===== src/rtl/adc_boot_pkg.sv =====
package adc_boot_pkg;

  typedef enum logic [3:0] {
    S_IDLE, S_PWR, S_SREF, S_RSTHI, S_SENW,
    S_TRIM, S_IL, S_EST, S_NL, S_LINK
  } boot_st_t;

  localparam logic [3:0] TAG_TRIM = 4'd1;
  localparam logic [3:0] TAG_IL   = 4'd2;
  localparam logic [3:0] TAG_NL   = 4'd3;
  localparam logic [3:0] TAG_LINK = 4'd4;

  // Cycles covering at least ns nanoseconds at hz, never below one.
  function automatic longint ns_to_cycles(input longint hz, input longint ns);
    longint c;
    c = (hz * ns + 64'sd999_999_999) / 64'sd1_000_000_000;
    if (c < 1) c = 1;
    return c;
  endfunction

endpackage


===== src/rtl/adc_boot_rstsync.sv =====
module adc_boot_rstsync (
  input  logic clk,
  input  logic rst_n_in,
  output logic rst_n_out
);
  logic [1:0] sync_q;

  always_ff @(posedge clk or negedge rst_n_in) begin
    if (!rst_n_in) sync_q <= 2'b00;
    else           sync_q <= {sync_q[0], 1'b1};
  end

  assign rst_n_out = sync_q[1];
endmodule


===== src/rtl/adc_boot_timer.sv =====
module adc_boot_timer #(
  parameter int W = 8
) (
  input  logic         clk,
  input  logic         rst_n,
  input  logic         load,
  input  logic [W-1:0] load_val,
  output logic         zero
);
  logic [W-1:0] cnt_q;
  logic [W-1:0] cnt_d;
  logic         cnt_en;

  always_comb begin
    cnt_en = load | (cnt_q != '0);
    cnt_d  = load ? load_val : (cnt_q - 1'b1);
  end

  always_ff @(posedge clk or negedge rst_n) begin
    if (!rst_n)      cnt_q <= '0;
    else if (cnt_en) cnt_q <= cnt_d;
  end

  assign zero = (cnt_q == '0);
endmodule


===== src/rtl/adc_boot_rom.sv =====
module adc_boot_rom #(
  parameter int IDX_W = 3
) (
  input  logic [3:0]       tag,
  input  logic [1:0]       zone,
  input  logic             zoned,
  input  logic [IDX_W-1:0] idx,
  output logic [15:0]      addr,
  output logic [7:0]       data
);
  logic [7:0] idx8;
  logic [1:0] zf;

  generate
    if (IDX_W >= 8) begin : g_wide
      assign idx8 = idx[7:0];
    end else begin : g_narrow
      assign idx8 = {{(8-IDX_W){1'b0}}, idx};
    end
  endgenerate

  assign zf   = zoned ? zone : 2'b00;
  assign addr = {tag, zf, 2'b00, idx8};
  assign data = {tag, idx8[3:0]} ^ {2'b00, zf, 4'b0000};
endmodule


===== src/rtl/adc_boot_seq.sv =====
module adc_boot_seq
  import adc_boot_pkg::*;
#(
  parameter longint CLK_HZ = 100_000_000,
  parameter longint PWR_NS = 1_000_000,
  parameter longint RST_NS = 1_000,
  parameter longint SEN_NS = 100,
  parameter longint EST_NS = 50_000_000,
  parameter int     N_TRIM = 6,
  parameter int     N_IL   = 4,
  parameter int     N_NL   = 5,
  parameter int     N_LINK = 3
) (
  input  logic        clk,
  input  logic        rst_n,
  input  logic        start,
  input  logic        pwr_good,
  input  logic [1:0]  zone,
  input  logic        wr_done,
  output logic        sysref_en,
  output logic        adc_reset,
  output logic        spi_hold,
  output logic        wr_req,
  output logic [15:0] wr_addr,
  output logic [7:0]  wr_data,
  output logic        busy,
  output logic        done
);
  localparam longint PWR_CYC = ns_to_cycles(CLK_HZ, PWR_NS);
  localparam longint RST_CYC = ns_to_cycles(CLK_HZ, RST_NS);
  localparam longint SEN_CYC = ns_to_cycles(CLK_HZ, SEN_NS);
  localparam longint EST_CYC = ns_to_cycles(CLK_HZ, EST_NS);
  localparam longint MAX_A   = (PWR_CYC > EST_CYC) ? PWR_CYC : EST_CYC;
  localparam longint MAX_B   = (RST_CYC > SEN_CYC) ? RST_CYC : SEN_CYC;
  localparam longint MAX_CYC = (MAX_A > MAX_B) ? MAX_A : MAX_B;
  localparam int     CNT_W   = $clog2(MAX_CYC + 1);
  localparam logic [CNT_W-1:0] PWR_LD = CNT_W'(PWR_CYC - 1);
  localparam logic [CNT_W-1:0] RST_LD = CNT_W'(RST_CYC - 1);
  localparam logic [CNT_W-1:0] SEN_LD = CNT_W'(SEN_CYC - 1);
  localparam logic [CNT_W-1:0] EST_LD = CNT_W'(EST_CYC - 1);
  localparam int LEN_A   = (N_TRIM > N_IL) ? N_TRIM : N_IL;
  localparam int LEN_B   = (N_NL > N_LINK) ? N_NL : N_LINK;
  localparam int LEN_MAX = (LEN_A > LEN_B) ? LEN_A : LEN_B;
  localparam int IDX_W   = (LEN_MAX > 1) ? $clog2(LEN_MAX) : 1;

  logic              rst_ni;
  boot_st_t          st_q, st_d;
  logic [IDX_W-1:0]  idx_q, idx_d, tbl_last;
  logic [1:0]        zone_q, zone_d;
  logic              sref_q, sref_d;
  logic              tmr_load, tmr_zero;
  logic [CNT_W-1:0]  tmr_val;
  logic              accept;
  logic [3:0]        tag;
  logic              zoned;
  logic              reset_q, hold_q, req_q, busy_q, done_q, done_d;

  adc_boot_rstsync u_rst (
    .clk      (clk),
    .rst_n_in (rst_n),
    .rst_n_out(rst_ni)
  );

  adc_boot_timer #(.W(CNT_W)) u_tmr (
    .clk     (clk),
    .rst_n   (rst_ni),
    .load    (tmr_load),
    .load_val(tmr_val),
    .zero    (tmr_zero)
  );

  assign accept = req_q & wr_done;

  // Per-table selection: tag, zone use and last index.
  always_comb begin
    tag      = TAG_TRIM;
    zoned    = 1'b0;
    tbl_last = IDX_W'(N_TRIM - 1);
    case (st_q)
      S_IL:   begin tag = TAG_IL;   zoned = 1'b1; tbl_last = IDX_W'(N_IL - 1);   end
      S_NL:   begin tag = TAG_NL;   zoned = 1'b1; tbl_last = IDX_W'(N_NL - 1);   end
      S_LINK: begin tag = TAG_LINK; zoned = 1'b0; tbl_last = IDX_W'(N_LINK - 1); end
      default: ;
    endcase
  end

  adc_boot_rom #(.IDX_W(IDX_W)) u_rom (
    .tag  (tag),
    .zone (zone_q),
    .zoned(zoned),
    .idx  (idx_q),
    .addr (wr_addr),
    .data (wr_data)
  );

  // Next-state logic.
  always_comb begin
    st_d     = st_q;
    idx_d    = idx_q;
    zone_d   = zone_q;
    sref_d   = sref_q;
    tmr_load = 1'b0;
    tmr_val  = '0;
    done_d   = 1'b0;
    if (start) begin
      st_d     = S_PWR;
      idx_d    = '0;
      zone_d   = zone;
      sref_d   = 1'b0;
      tmr_load = 1'b1;
      tmr_val  = PWR_LD;
    end else begin
      case (st_q)
        S_PWR: begin
          if (!pwr_good) begin
            tmr_load = 1'b1;
            tmr_val  = PWR_LD;
          end else if (tmr_zero) begin
            st_d   = S_SREF;
            sref_d = 1'b1;
          end
        end
        S_SREF: begin
          st_d     = S_RSTHI;
          tmr_load = 1'b1;
          tmr_val  = RST_LD;
        end
        S_RSTHI: if (tmr_zero) begin
          st_d     = S_SENW;
          tmr_load = 1'b1;
          tmr_val  = SEN_LD;
        end
        S_SENW: if (tmr_zero) st_d = S_TRIM;
        S_EST:  if (tmr_zero) st_d = S_NL;
        S_TRIM, S_IL, S_NL, S_LINK: if (accept) begin
          if (idx_q == tbl_last) begin
            idx_d = '0;
            case (st_q)
              S_TRIM: st_d = S_IL;
              S_IL: begin
                st_d     = S_EST;
                tmr_load = 1'b1;
                tmr_val  = EST_LD;
              end
              S_NL:   st_d = S_LINK;
              default: begin
                st_d   = S_IDLE;
                done_d = 1'b1;
              end
            endcase
          end else begin
            idx_d = idx_q + 1'b1;
          end
        end
        default: ;
      endcase
    end
  end

  always_ff @(posedge clk or negedge rst_ni) begin
    if (!rst_ni) begin
      st_q    <= S_IDLE;
      idx_q   <= '0;
      zone_q  <= '0;
      sref_q  <= 1'b0;
      reset_q <= 1'b0;
      hold_q  <= 1'b0;
      req_q   <= 1'b0;
      busy_q  <= 1'b0;
      done_q  <= 1'b0;
    end else begin
      st_q    <= st_d;
      idx_q   <= idx_d;
      zone_q  <= zone_d;
      sref_q  <= sref_d;
      reset_q <= (st_d == S_RSTHI);
      hold_q  <= (st_d inside {S_PWR, S_SREF, S_RSTHI, S_SENW});
      req_q   <= (st_d inside {S_TRIM, S_IL, S_NL, S_LINK});
      busy_q  <= (st_d != S_IDLE);
      done_q  <= done_d;
    end
  end

  assign sysref_en = sref_q;
  assign adc_reset = reset_q;
  assign spi_hold  = hold_q;
  assign wr_req    = req_q;
  assign busy      = busy_q;
  assign done      = done_q;
endmodule


===== config.mk =====
export PLATFORM = sky130hd
export DESIGN_NAME = adc_boot_seq
export DESIGN_NICKNAME = d
export VERILOG_FILES = /design/src/rtl/adc_boot_pkg.sv /design/src/rtl/adc_boot_rstsync.sv /design/src/rtl/adc_boot_timer.sv /design/src/rtl/adc_boot_rom.sv /design/src/rtl/adc_boot_seq.sv
export SDC_FILE = /design/constraint.sdc
export NUM_CORES = 1
export LEC_CHECK = 0
export ABC_AREA = 1
export CORE_MARGIN = 10
export CORE_UTILIZATION = 55
export DETAILED_ROUTE_END_ITERATION = 8
export PLACE_DENSITY = 0.87
export SLEW_MARGIN = 20
export SYNTH_ARGS = -nofsm -noshare
export SYNTH_HDL_FRONTEND = slang
export SYNTH_SLANG_ARGS = --single-unit

===== constraint.sdc =====
create_clock -name clk -period 1.6 [get_ports clk]
set_input_delay 0.48 -clock clk [delete_from_list [all_inputs] [get_ports clk]]
set_output_delay 0.48 -clock clk [all_outputs]
set_load 0.05 [all_outputs]

==> results.toml, run 1 <==
[synth]
synth-seq-cells = 40
syn_inst = 354
ys_seq_area_share_pct = 37.72
avgSynthCellArea_um2 = 7.497
yosysUniqueCellTypes = 35
yosys.area.top_type = "dfrtp_1"
ys_warn_count = 0
netlist_area_mm2 = 0.002654
netlist.area_leader.share_pct = 37.72
synthTopCellsByArea = "dfrtp_1 (38%), nand2_1 (9.2%), nor2_1 (8.8%), inv_1 (6.1%), nand3_1 (4.7%)"

[clocking]
cts_setup_buffers = 37
cts_buffers = 5
clk_path_buf_depth = 2
clock_sinks = 40
cts.htree.levels = 2
holdBufCountCts = 0
cts_resized = 86
cts_root_buffer = "clkbuf_8"

[floorplanning]
num_rows = 25
ios = 37
die-width_um = 89.46
die_h_um = 89.46
start_util_pct = 56.56

[placement]
dp.cells = 519
gp_congestion = 1.040
io_buffers = 26
detailed_place_hpwl_mm = 6.942

[status]
firstError = "[ERROR DPL-0038] Utilization greater than 100%, impossible to legalize"
status = "did not finish"
lastStage = "4_1_cts"
-- cells in the mapped netlist --
library cell	n
a211oi_1	1
a21boi_0	1
a21oi_1	17
a21oi_2	3
buf_12	1
buf_4	14
buf_6	1
clkbuf_1	1
conb_1	2
dfrtp_1	40
ha_1	2
inv_1	43
inv_2	2
inv_6	1
nand2_1	65
nand2_2	12
nand2_4	1
nand2_8	1
nand3_1	25
nand3b_2	1
nand4_1	3
nand4_4	1
nor2_1	62
nor2_2	6
nor2_4	2
nor2_8	2
nor3_1	9
nor3_2	1
nor4_1	2
o21ai_0	9
o22ai_1	1
or2_1	1
xnor2_1	8
xnor2_2	1
xor2_1	12
-- cells by family after synthesis --
kind of cell / after synthesis / synth area share [%]
AND/OR/NAND/NOR: 194 / 35.17
flip-flops: 40 / 37.72
adder cells (fa/ha/maj): 2 / 0.9428
other: 2 / 0.2830
buffers and inverters: 63 / 11.98
AO/OA/AOI/OAI: 32 / 6.695
XOR/XNOR: 21 / 7.214
-- stage by stage --
stage,util [%],hold slack (ns),area (um^2),setup WS (ns)
3_3_place_gp,84.11,0.3008,3946,-0.3662
2_1_floorplan,-,0.1844,2864,-0.4727
3_5_place_dp,84.11,0.3120,3946,-0.4650
==> run 2: changes to the inputs <==
--- a/config.mk
+++ b/config.mk
@@ -7,9 +7,9 @@
 export LEC_CHECK = 0
 export ABC_AREA = 1
 export CORE_MARGIN = 10
-export CORE_UTILIZATION = 55
+export CORE_UTILIZATION = 40
 export DETAILED_ROUTE_END_ITERATION = 8
-export PLACE_DENSITY = 0.87
+export PLACE_DENSITY_LB_ADDON = 0.15
 export SLEW_MARGIN = 20
 export SYNTH_ARGS = -nofsm -noshare
 export SYNTH_HDL_FRONTEND = slang
==> results.toml, run 2 <==
[detailed_routing]
top_layer_used = "met4"
post_drt_via_cell_ratio = 4.798
vias = 2754
drtPass1Iterations = 4
wl_met1_mm = 3.331
wire_per_inst_um = 14.41
ant_nets = 0
wl_met2_mm = 4.564
drc = 0
drtIter0Drc = 89
met3_wirelength_um = 252
routed_wl_mm = 8.270

[timing]
clock-skew-final_ns = 0.01077
tightest_slew_ns = 0.5097
fin_crit_sh_pct = 136.9
finalCriticalPeriod_ns = 2.190
setup_ws_ns = -0.5897
max_slew_margin_pct = 66.02
whs_ns = 0.3092
drv_slew = 0
setup_tns_ns = -14.87
setup_viol = 44
rsz0062_at_grt = "yes"
clock.fmax_mhz = 456.7
finalHoldViolCount = 0

[pwr]
power.switching_uw = 1719
p_int_uw = 2522
finalPower_uw = 4241
p_leak_uw = 0.002245
combPwrFrac_pct = 50.6
clkPwrFrac_pct = 21.3
p_sw_share_pct = 40.53
p_seq_share_pct = 28.1
ir_drop_uv = 854.8
p_per_area_mw_per_mm2 = 897.7

[floorplanning]
core_mm2 = 0.006386
num_rows = 29
die-width_um = 101.5
ios = 37
die_area_mm2 = 0.01029
die_h_um = 101.5
start_util_pct = 41.56

[synth]
synth-edff-count = 0
synthMostInstantiatedCell = "nand2_1"
netlist_area_mm2 = 0.002654
yosysUniqueCellTypes = 35
avgSynthCellArea_um2 = 7.497
netlist.area_leader.share_pct = 37.72
async_flop_share_pct = 100.0
ys_warn_count = 0
ys_seq_area_share_pct = 37.72
synthTopCellsByArea = "dfrtp_1 (38%), nand2_1 (9.2%), nor2_1 (8.8%), inv_1 (6.1%), nand3_1 (4.7%)"
synth-seq-cells = 40
synth_ff_type = "dfrtp_1"
yosys.area.top_type = "dfrtp_1"
syn_inst = 354
synth_common_cells = "nand2_1 (65), nor2_1 (62), inv_1 (43)"

[final_layout]
final_common_cell = "buf_4"
layout_common_cells = "buf_4 (100), nand2_1 (51), nor2_1 (40)"
drive_above_1_share_pct = 55.33
multi_input_area_mm2 = 0.001892
top_register = "u_tmr.cnt_q"
biggestRegsByFlops = "u_tmr.cnt_q (23), st_q (4), idx_q (3)"
regArea_mm2 = 0.001006
final_util_pct = 73.98
nFillCells = 461
area_growth_pct = 78.03
nets = 505
antenna_cells = 0
largest_reg_flops = 23

[worst_hold_path]
hold_class = "reg2async"

[critical_path]
cp_slowest_cell = "dfrtp_1"
critPathMaxFanout = 4
crit_type = "reg2out"
path_cells = "inv_2 > nand2_4 > inv_4 > nand2_4 > nand2_8 > inv_6 > nor2_4 > xor2_4 > buf_12"
cp-end-kind = "output pin"
critPathRequiredTime_ns = 1.12
r2r-start = "st_q[1]$_DFF_PN0_"
cp-endpoint = "wr_data[4]"
r2r.worst_path.cells = 14
cpMostUsedCell = "nand2_4"
reg2reg_to = "u_tmr.cnt_q[0]$_DFFE_PN0P_"
rrSetupSlack_ns = -0.44
start_kind = "flop"
crit_arrival_ns = 1.71
max_stage_delay_ns = 0.44
crit_start = "st_q[1]$_DFF_PN0_"

[grt]
overflow = 0
grt_max_degree = 39
grt_pass1_wl_mm = 12.94
grt.total_usage_pct = 15.28
grt_pass1_vias = 2913
antenna_found_initial = 0

[clocking]
clk_path_buf_depth = 2
cts_buffers = 5
clock_latency_ns = 0.31
cts_tree = "done"
cts_root_buffer = "clkbuf_8"
cts.htree.levels = 2
clock_sinks = 40
clkSlewWorstSetupHoldPaths_ns = 0.09

[job]
maxCapViolCount = 0

[placement]
gp_congestion = 0.8442
io_buffers = 26
detailed_place_hpwl_mm = 5.648

[status]
failed_checks = "negative setup slack"
status = "finished, violations left"
## run 2: cell counts after synthesis
Identical to the previous run, type by type.
## run 2: critical path: cells and delay by family (launching register included)
kind | cells | cell delay, ns
flip-flops | 1 | 0.44
AND/OR/NAND/NOR | 4 | 0.40
XOR/XNOR | 1 | 0.18
buffers and inverters | 4 | 0.38
## run 2: worst min-delay path by stage
stage                               from                           to  depth (start not counted)
6_report       u_rst.sync_q[1]$_DFF_PN0_  u_tmr.cnt_q[20]$_DFFE_PN0P_                          1
5_1_grt                            rst_n    u_rst.sync_q[0]$_DFF_PN0_                          1
4_1_cts                            rst_n    u_rst.sync_q[1]$_DFF_PN0_                          1
3_5_place_dp   u_rst.sync_q[1]$_DFF_PN0_  u_tmr.cnt_q[20]$_DFFE_PN0P_                          1
3_3_place_gp   u_rst.sync_q[1]$_DFF_PN0_  u_tmr.cnt_q[21]$_DFFE_PN0P_                          1
2_1_floorplan                      rst_n    u_rst.sync_q[0]$_DFF_PN0_                          0
## run 2: cell type report
class	count	area share, %
inverter	46	4.105
clock inverter	2	0.8210
tap	77	2.039
multi-input combinational	260	40.04
clock buffer	6	1.748
timing repair buffer	143	29.95
sequential	40	21.29
## run 2: stage by stage
step           worst slack (ns)  instance area (um^2)  std cells
6_report                -0.5897                  4725        574
3_3_place_gp            -0.4071                  3983        543
5_1_grt                 -0.6775                  4725        574
4_1_cts                 -0.5662                  4368        563
3_5_place_dp            -0.4131                  3983        543
2_1_floorplan           -0.4727                  2864        363
## run 2: cells by family (layout without fill, tap and decap cells)
group	Yosys count	after routing	synth area share, %
flip-flops	40	40	37.72
adder cells (fa/ha/maj)	2	2	0.9428
XOR/XNOR	21	21	7.214
other	2	11	0.2830
AO/OA/AOI/OAI	32	32	6.695
buffers and inverters	63	197	11.98
AND/OR/NAND/NOR	194	194	35.17
## run 2: power by group through the flow
stage	clock, uW	sequential [uW]	combinational (uW)
floorplan	0	1290	928
global placement	0	1200	1610
detailed placement	0	1200	1640
CTS	908	1190	1790
global route	943	1210	2330
finish	902	1190	2150
## run 2: repair_timing
action / CTS / global route
endpoints found under the setup margin: 44 / 44
hold buffers: 0 / 0
pin swaps: 21 / 27
resized for setup: 42 / 70
setup buffers: 14 / 13
hold endpoints to repair: 0 / 0
## run 2: layer usage
metal / vias to the layer above / GRT usage, %
met1: 1341 / 16.77
met4: 0 / 4.716
met3: 13 / 3.404
met2: 36 / 28.37
met5: - / 0
li1: 1364 / -
Note: power is estimated with default switching activity, not from simulation.
